==> src/rtl/flt_pkg.sv <==
package flt_pkg;
  localparam int unsigned FLT_CNT_W_DEF = 16;
  localparam int unsigned FLT_DEPTH_DEF = 4;

  function automatic int unsigned lvl_width(input int unsigned depth);
    return $clog2(depth + 1);
  endfunction
endpackage

==> src/rtl/flt_counter.sv <==
module flt_counter #(
  parameter int unsigned CNT_W = 16
) (
  input  logic             clk,
  input  logic             rst_n,
  input  logic [CNT_W-1:0] load_val,
  input  logic             start,
  input  logic             chr,
  output logic [CNT_W-1:0] cnt_nxt,
  output logic             overlong_q
);
  logic [CNT_W-1:0] cnt_q;
  logic             ovl_d;
  logic             upd_en;

  always_comb begin
    cnt_nxt = cnt_q;
    ovl_d   = overlong_q;
    if (start) begin
      cnt_nxt = load_val;
      ovl_d   = 1'b0;
    end
    if (chr) begin
      if (cnt_nxt == '0) ovl_d = 1'b1;
      else               cnt_nxt = cnt_nxt - 1'b1;
    end
  end

  assign upd_en = start | chr;

  always_ff @(posedge clk or negedge rst_n) begin
    if (!rst_n) begin
      cnt_q      <= '0;
      overlong_q <= 1'b0;
    end else if (upd_en) begin
      cnt_q      <= cnt_nxt;
      overlong_q <= ovl_d;
    end
  end
endmodule

==> src/rtl/flt_fifo.sv <==
module flt_fifo #(
  parameter int unsigned W     = 16,
  parameter int unsigned DEPTH = 4,
  localparam int unsigned PTR_W = (DEPTH > 1) ? $clog2(DEPTH) : 1,
  localparam int unsigned LVL_W = $clog2(DEPTH + 1)
) (
  input  logic             clk,
  input  logic             rst_n,
  input  logic             push_req,
  input  logic             pop_req,
  input  logic [W-1:0]     din,
  output logic [W-1:0]     head,
  output logic             valid,
  output logic             full,
  output logic [LVL_W-1:0] level,
  output logic             ovf
);
  localparam logic [LVL_W-1:0] FULL_LVL = LVL_W'(DEPTH);
  localparam logic [PTR_W-1:0] LAST_IDX = PTR_W'(DEPTH - 1);

  logic [W-1:0]     mem [DEPTH];
  logic [PTR_W-1:0] wr_q, wr_d, rd_q, rd_d;
  logic [LVL_W-1:0] lvl_q, lvl_d;
  logic             ovf_q, ovf_d;
  logic             pop_ok, push_ok, st_en;

  function automatic logic [PTR_W-1:0] bump(input logic [PTR_W-1:0] p);
    return (p == LAST_IDX) ? '0 : p + 1'b1;
  endfunction

  always_comb begin
    pop_ok  = pop_req && (lvl_q != '0);
    push_ok = push_req && ((lvl_q != FULL_LVL) || pop_ok);
    wr_d    = push_ok ? bump(wr_q) : wr_q;
    rd_d    = pop_ok  ? bump(rd_q) : rd_q;
    lvl_d   = lvl_q + LVL_W'(push_ok) - LVL_W'(pop_ok);
    ovf_d   = ovf_q | (push_req & ~push_ok);
    st_en   = push_req | pop_ok;
  end

  always_ff @(posedge clk or negedge rst_n) begin
    if (!rst_n) begin
      wr_q  <= '0;
      rd_q  <= '0;
      lvl_q <= '0;
      ovf_q <= 1'b0;
    end else if (st_en) begin
      wr_q  <= wr_d;
      rd_q  <= rd_d;
      lvl_q <= lvl_d;
      ovf_q <= ovf_d;
    end
  end

  always_ff @(posedge clk) begin
    if (push_ok) mem[wr_q] <= din;
  end

  assign valid = (lvl_q != '0);
  assign full  = (lvl_q == FULL_LVL);
  assign level = lvl_q;
  assign ovf   = ovf_q;
  assign head  = valid ? mem[rd_q] : '0;
endmodule

==> src/rtl/frame_len_tracker.sv <==
module frame_len_tracker
  import flt_pkg::*;
#(
  parameter int unsigned CNT_W = FLT_CNT_W_DEF,
  parameter int unsigned DEPTH = FLT_DEPTH_DEF,
  localparam int unsigned LVL_W = $clog2(DEPTH + 1)
) (
  input  logic             clk,
  input  logic             rst_n,
  input  logic [CNT_W-1:0] preload_i,
  input  logic             frame_start_i,
  input  logic             char_i,
  input  logic             frame_end_i,
  input  logic             pop_i,
  input  logic             irq_en_i,
  output logic [CNT_W-1:0] head_o,
  output logic             head_valid_o,
  output logic             fifo_full_o,
  output logic [LVL_W-1:0] fifo_level_o,
  output logic             overlong_o,
  output logic             queue_ovf_o,
  output logic             irq_o
);
  logic [1:0]       rst_sync_q;
  logic             rst_int_n;
  logic [CNT_W-1:0] cnt_nxt;

  always_ff @(posedge clk or negedge rst_n) begin
    if (!rst_n) rst_sync_q <= 2'b00;
    else        rst_sync_q <= {rst_sync_q[0], 1'b1};
  end
  assign rst_int_n = rst_sync_q[1];

  flt_counter #(.CNT_W(CNT_W)) u_cnt (
    .clk       (clk),
    .rst_n     (rst_int_n),
    .load_val  (preload_i),
    .start     (frame_start_i),
    .chr       (char_i),
    .cnt_nxt   (cnt_nxt),
    .overlong_q(overlong_o)
  );

  flt_fifo #(.W(CNT_W), .DEPTH(DEPTH)) u_fifo (
    .clk     (clk),
    .rst_n   (rst_int_n),
    .push_req(frame_end_i),
    .pop_req (pop_i),
    .din     (cnt_nxt),
    .head    (head_o),
    .valid   (head_valid_o),
    .full    (fifo_full_o),
    .level   (fifo_level_o),
    .ovf     (queue_ovf_o)
  );

  assign irq_o = irq_en_i & overlong_o;
endmodule

==> config.mk <==
export PLATFORM = sky130hd
export DESIGN_NAME = frame_len_tracker
export DESIGN_NICKNAME = d
export VERILOG_FILES = /design/src/rtl/flt_pkg.sv /design/src/rtl/flt_counter.sv /design/src/rtl/flt_fifo.sv /design/src/rtl/frame_len_tracker.sv
export SDC_FILE = /design/constraint.sdc
export NUM_CORES = 1
export LEC_CHECK = 0
export CAP_MARGIN = 5
export CORE_ASPECT_RATIO = 0.9
export CORE_MARGIN = 1
export CORE_UTILIZATION = 35
export CTS_CLUSTER_DIAMETER = 150
export DETAILED_ROUTE_END_ITERATION = 8
export PLACE_DENSITY = 0.51
export SYNTH_ARGS = -nofsm -noshare
export SYNTH_HDL_FRONTEND = slang
export SYNTH_SLANG_ARGS = --single-unit
==> constraint.sdc <==
create_clock -name clk -period 5.4 [get_ports clk]
set_clock_uncertainty 0.05 [all_clocks]
set_input_delay 1.08 -clock clk [delete_from_list [all_inputs] [get_ports clk]]
set_output_delay 1.08 -clock clk [all_outputs]
set_load 0.02 [all_outputs]
==> results of run 1 <==
==> cell usage after synthesis (2+ instances only) <==
library cell / number
a21o_1: 2
a21oi_1: 3
buf_1: 2
or3_2: 2
nand2_1: 8
dfrtp_1: 27
buf_6: 3
and2_1: 21
o21ai_0: 3
nand3_2: 3
nor2b_1: 2
nor2_1: 11
edfxtp_1: 64
or3b_1: 3
ha_1: 9
nor3_1: 9
mux2i_1: 19
xnor2_1: 22
mux4_2: 16
or3b_2: 2
or3_1: 6
inv_1: 11
xor2_1: 10
a211oi_2: 2
clkbuf_1: 5
mux2_2: 4
==> registers in the layout, indices dropped and copies added, names as in the netlist <==
register	flops
u_fifo.level	3
u_fifo.ovf	1
u_cnt.overlong_q	1
u_fifo.wr_q	2
u_fifo.mem	64
u_cnt.cnt_q	16
rst_sync_q	2
u_fifo.rd_q	2
==> placed cells by master (no fill, tap or decap), types with 2 or more instances in the layout <==
master,Yosys,layout
a211oi_2,2,2
a21o_1,2,2
a21oi_1,3,3
and2_1,21,21
buf_4,0,2
clkbuf_16,0,9
clkdlybuf4s50_1,0,45
clkinvlp_4,0,2
dfrtp_1,27,27
edfxtp_1,64,64
ha_1,9,9
inv_1,11,11
mux2_2,4,4
mux2i_1,19,19
mux4_2,16,16
nand2_1,8,8
nand3_2,3,3
nor2_1,11,11
nor2b_1,2,2
nor3_1,9,9
o21ai_0,3,3
or3_1,6,6
or3_2,2,2
or3b_1,3,3
or3b_2,2,2
xnor2_1,22,22
xor2_1,10,10
==> layout make-up <==
cell class	count	area share [%]
timing repair buffer	48	9.05
clock inverter	5	0.722
clock buffer	11	4.67
tap	160	3.85
multi-input combinational	176	30.9
inverter	11	0.794
sequential	91	50.0
==> metal layers <==
layer / vias to the layer above / track usage, % / wire length (um)
met5: - / 0 / 0
met4: 0 / 5.89 / 138
met3: 11 / 3.65 / 274
met2: 42 / 21.3 / 3690
met1: 1211 / 20.5 / 4390
li1: 1161 / - / -
==> metrics by stage <==
step	instances	instance area (um^2)
after global placement	486	4920
after CTS	502	5200
final	502	5200
after floorplan	291	4340
after global routing	502	5200
after detailed placement	486	4920
==> power by group <==
| group | switching, mW | total, mW | leakage (nW) | internal (mW) |
|---|---|---|---|---|
| Sequential | 0.0840 | 1.01 | 0.905 | 0.925 |
| Clock | 0.258 | 0.584 | 0.132 | 0.326 |
| Combinational | 0.475 | 0.954 | 0.807 | 0.479 |
==> kinds of logic after synthesis <==
| family | synth area share (%) |
|---|---|
| AOI/OAI and AO/OA | 2.91 |
| DFF | 59.8 |
| buffers and inverters | 3.11 |
| muxes | 13.7 |
| and+or+nand+nor | 10.8 |
| adders and majority gates | 3.06 |
| other | 0.0864 |
| xor gates and xnor gates | 6.46 |
==> critical path, cell delays in order <==
cell and delay (ns):
buf_2 0.62, or3b_1 0.44, a222oi_1 0.66, a31o_1 0.55
nor2_1 0.12, xnor2_1 0.20, mux2i_1 0.16
==> path summary, 6_finish.rpt <==
check | startpoint | endpoint | slack (ns) | depth (start not counted)
worst max register to register | u_cnt.cnt_q[6]$_DFFE_PN0P_ | u_fifo.mem[1][3]$_DFFE_PP_ | 2.56 | 6
min in group clk | rst_sync_q[0]$_DFF_PN0_ | rst_sync_q[1]$_DFF_PN0_ | 0.31 | 0
worst min-delay path | rst_sync_q[1]$_DFF_PN0_ | u_cnt.cnt_q[3]$_DFFE_PN0P_ | 0.20 | 1
worst max-delay path | frame_start_i | u_fifo.mem[1][3]$_DFFE_PP_ | 1.55 | 7
max in group asynchronous | rst_n | rst_sync_q[0]$_DFF_PN0_ | 4.34 | 1
worst min register to register | rst_sync_q[1]$_DFF_PN0_ | u_cnt.cnt_q[3]$_DFFE_PN0P_ | 0.20 | 1
==> flow_summary.yaml, run 1 <==
synthesis:
  synth_edf_count: 64
  syn_nets: 324
  netlist_area_mm2: 0.00434
  synth_top_area_share_pct: 44.3
  postSynthRegisterBits: 91
  yosysWarnings: 0
  ys_types: 48
  ys_top_cells_by_area: "edfxtp_1, dfrtp_1, mux4_2, xnor2_1, mux2i_1"
  synth_ff_type: "edfxtp_1"
  ys_seq_area_share_pct: 59.8
  yosys.area.top_type: "edfxtp_1"
  syn_inst: 291
  syn_area_per_cell_um2: 14.9
  async_flop_share_pct: 29.7
clocking:
  cts_tree: "done"
  hold_buffers: 0
  clock_latency_ns: 0.34
  clk_path_buf_depth: 2
  cts_resized: 0
  clkTransAtPathRegs_ns: 0.07
  numCtsBuffers: 9
  clk_root_buffer_cell: "clkbuf_16"
  cts_max_level: 3
  clock-sinks: 91
  post_cts_buffers: 0
finish:
  diodes: 0
  fill_cells: 1143
  syn_to_final_growth_pct: 19.7
  multi_input_area_mm2: 0.00161
  drive_gt1_share_pct: 14.9
  fin_nets: 370
  seq_area_mm2: 0.00260
  final_util_pct: 43.0
sta:
  setup_viol: 0
  hold_ws_ns: 0.198
  tns_ns: 0
  tightest_slew_ns: 0.975
  final_max_slew_viol_count: 0
  relSlewSlack_pct: 35.0
  min_period_ns: 3.85
  setup_ws_ns: 1.55
  rsz0062_at_grt: "no"
  hold_viol: 0
  max_freq_ghz: 0.260
  post-route-period-util_pct: 71.2
pwr:
  p_leak_nw: 1.84
  finalPower_mw: 2.55
  peakVddDrop_uv: 155
  power_density_mw_per_mm2: 490
placement:
  detailed_place_hpwl_um: 5780
  place.gp.congestion: 0.733
  post-place-ws_ns: 1.21
  port-buffer-count: 46
routing:
  dr.first_iter.drc_count: 108
  wire_per_inst_um: 16.9
  drc: 0
  via_count: 2425
  drt_pass1_iterations: 4
  ant_nets: 0
  viasPerCell: 4.83
  routed_wl_um: 8490
floorplanning:
  fp.dieH_um: 108
  rows: 38
  core_mm2: 0.0121
  dieArea_mm2: 0.0129
  pin_count: 47
  fp.dieW_um: 119
  start_util_pct: 35.9
setup_path:
  worstSetupPathType: "in -> reg"
  path_max_fanout: 41
  endpoint_kind: "flip-flop"
  required_ns: 5.39
  crit_path_start_kind: "input port"
  crit_arrival_ns: 3.83
run:
  cap_violations: 0
grt:
  grt_max_degree: 42
  track_usage_pct: 14.5
  grt_pass1_wl_um: 13500
  grt_pass1_vias: 2418
  overflow: 0
  antenna_found_initial: 0
hold_path:
  worstHoldPathType: "reg -> async"
outcome:
  outcome: "completed"
Power figures use the tool's default switching activity.
==> run 2: changes to the inputs <==
clock period = 3.98 ns   (was 5.4 ns; I/O delays follow)
==> run 2 against run 1 <==
Net effect: sequential share of layout area fell by 0.35 points; largest power group is now combinational logic; sequential power up 32%; worst hold slack got worse by 0.0066 ns; die area unchanged; final area rose by 0.70%; via count grew 0.21%; critical path depth rose by 1; highest routed layer unchanged; register-to-register slack got worse by 1.4 ns; sequential cell count stayed put; largest cell class unchanged; critical endpoint unchanged; critical path type unchanged.
==> flow_summary.yaml, run 2 (synthesis results as in run 1) <==
finish:
  diodes: 0
  largest_reg_flops: 64
  syn_to_final_growth_pct: 20.6
  drive_gt1_share_pct: 15.7
  final_cell_mix: "edfxtp_1, clkdlybuf4s50_1, dfrtp_1"
  layout_commonest_cell: "edfxtp_1"
  fin_nets: 378
  largest-register: "u_fifo.mem"
  fill_cells: 1117
sta:
  post-route-period-util_pct: 81.0
  final_max_slew_viol_count: 0
  tns_ns: 0
  relSlewSlack_pct: 59.0
  setup_viol: 0
  tightest_slew_ns: 0.615
  max_freq_ghz: 0.310
  rsz0062_at_grt: "no"
  hold_ws_ns: 0.191
  min_period_ns: 3.23
  hold_viol: 0
routing:
  via_count: 2430
  drt_pass1_iterations: 4
  drc: 0
  wire_per_inst_um: 16.7
  dr.first_iter.drc_count: 89
  ant_nets: 0
  routed_wl_um: 8520
  viasPerCell: 4.76
grt:
  overflow: 0
  track_usage_pct: 14.8
  gr-usage-met2_pct: 21.5
  use_met1_pct: 21.0
  met3_usage_pct: 4.56
  top_usage_layer: "met2"
  grt_pass1_wl_um: 13800
  antenna_found_initial: 0
  grt_max_degree: 30
  grt_pass1_vias: 2485
placement:
  detailed_place_hpwl_um: 5790
  place.gp.congestion: 0.796
  port-buffer-count: 46
clocking:
  clock_latency_ns: 0.34
  cts_tree: "done"
  post_cts_buffers: 0
  clkTransAtPathRegs_ns: 0.06
  clk_root_buffer_cell: "clkbuf_16"
  clock-sinks: 91
  cts_resized: 0
  cts_max_level: 3
  clk_path_buf_depth: 2
  hold_buffers: 0
  numCtsBuffers: 9
setup_path:
  required_ns: 3.97
  regToRegSetupSlack_ns: 1.12
  worstSetupPathType: "in -> reg"
  r2r-end: "u_fifo.level[2]$_DFFE_PN0N_"
  r2r_cells: 10
  endpoint_kind: "flip-flop"
  path_cells: "buf_2 > buf_4 > or4b_1 > a22oi_2 > a31o_1 > nor2_1 > xnor2_1 > mux2i_1"
  crit_path_start_kind: "input port"
  slowest_delay_ns: 0.49
  path_max_fanout: 29
  crit_family: "buffers and inverters"
  crit_arrival_ns: 3.22
  crit_buf_inv: 2
  cpMaxStageDelayCell: "or4b_1"
  r2r_start: "u_fifo.level[2]$_DFFE_PN0N_"
hold_path:
  worstHoldPathType: "reg -> async"
floorplanning:
  fp.dieH_um: 108
  rows: 38
  fp.dieW_um: 119
  start_util_pct: 35.9
  dieArea_mm2: 0.0129
  core_mm2: 0.0121
  pin_count: 47
pwr:
  power_density_mw_per_mm2: 655
  peakVddDrop_uv: 233
  finalPower_mw: 3.43
  p_leak_nw: 1.87
run:
  cap_violations: 0
outcome:
  outcome: "completed"
## run 2: power breakdown
part           leakage (nW)  internal [mW]  switching [mW]
logic                 0.848          0.669           0.690
registers             0.905           1.25          0.0742
clock network         0.121          0.420           0.320
total                  1.87           2.34            1.08
## run 2: worst max-delay path by stage
stage	start	depth (start not counted)	to
after floorplan	frame_start_i	13	u_fifo.mem[0][5]$_DFFE_PP_
after global placement	frame_start_i	8	u_fifo.mem[2][3]$_DFFE_PP_
after detailed placement	frame_start_i	8	u_fifo.mem[3][5]$_DFFE_PP_
after CTS	frame_start_i	8	u_fifo.mem[0][5]$_DFFE_PP_
after global routing	frame_start_i	9	u_fifo.mem[1][5]$_DFFE_PP_
final	frame_start_i	8	u_fifo.mem[1][3]$_DFFE_PP_
## run 2: worst reg2reg max path, stage by stage, from the launching register on
cell and delay, ns:
dfrtp_1 0.41, or3_1 0.67, nand2_1 0.27, inv_1 0.08, ha_1 0.27, inv_1 0.04, ha_1 0.20, fa_1 0.38
xor2_1 0.17, nor2_1 0.12, xor2_1 0.14
## run 2: layout make-up
type / instances / area, um^2 / area share [%]
flip-flops and latches: 91 / 2600 / 49.6
well taps: 160 / 200 / 3.83
clock inverters: 3 / 16.3 / 0.311
inverters: 11 / 41.3 / 0.789
repair buffers: 56 / 531 / 10.1
clock buffers: 13 / 240 / 4.59
multi-input cells: 176 / 1610 / 30.7
## run 2: layer usage
layer | share of wire (%) | vias up | routed length, um
li1 | - | 1170 | -
met1 | 52 | 1213 | 4430
met2 | 44 | 43 | 3720
met3 | 3.2 | 4 | 273
met4 | 1.1 | 0 | 96
met5 | 0 | - | 0
## run 2: through the flow
step	area (um^2)	setup slack [ns]	util, %	instances
2_1_floorplan	4340	0.569	-	291
3_3_place_gp	4980	0.482	41.2	494
3_5_place_dp	4980	0.396	41.2	494
4_1_cts	5230	0.754	43.3	510
5_1_grt	5230	0.505	43.3	510
6_report	5230	0.754	43.3	510
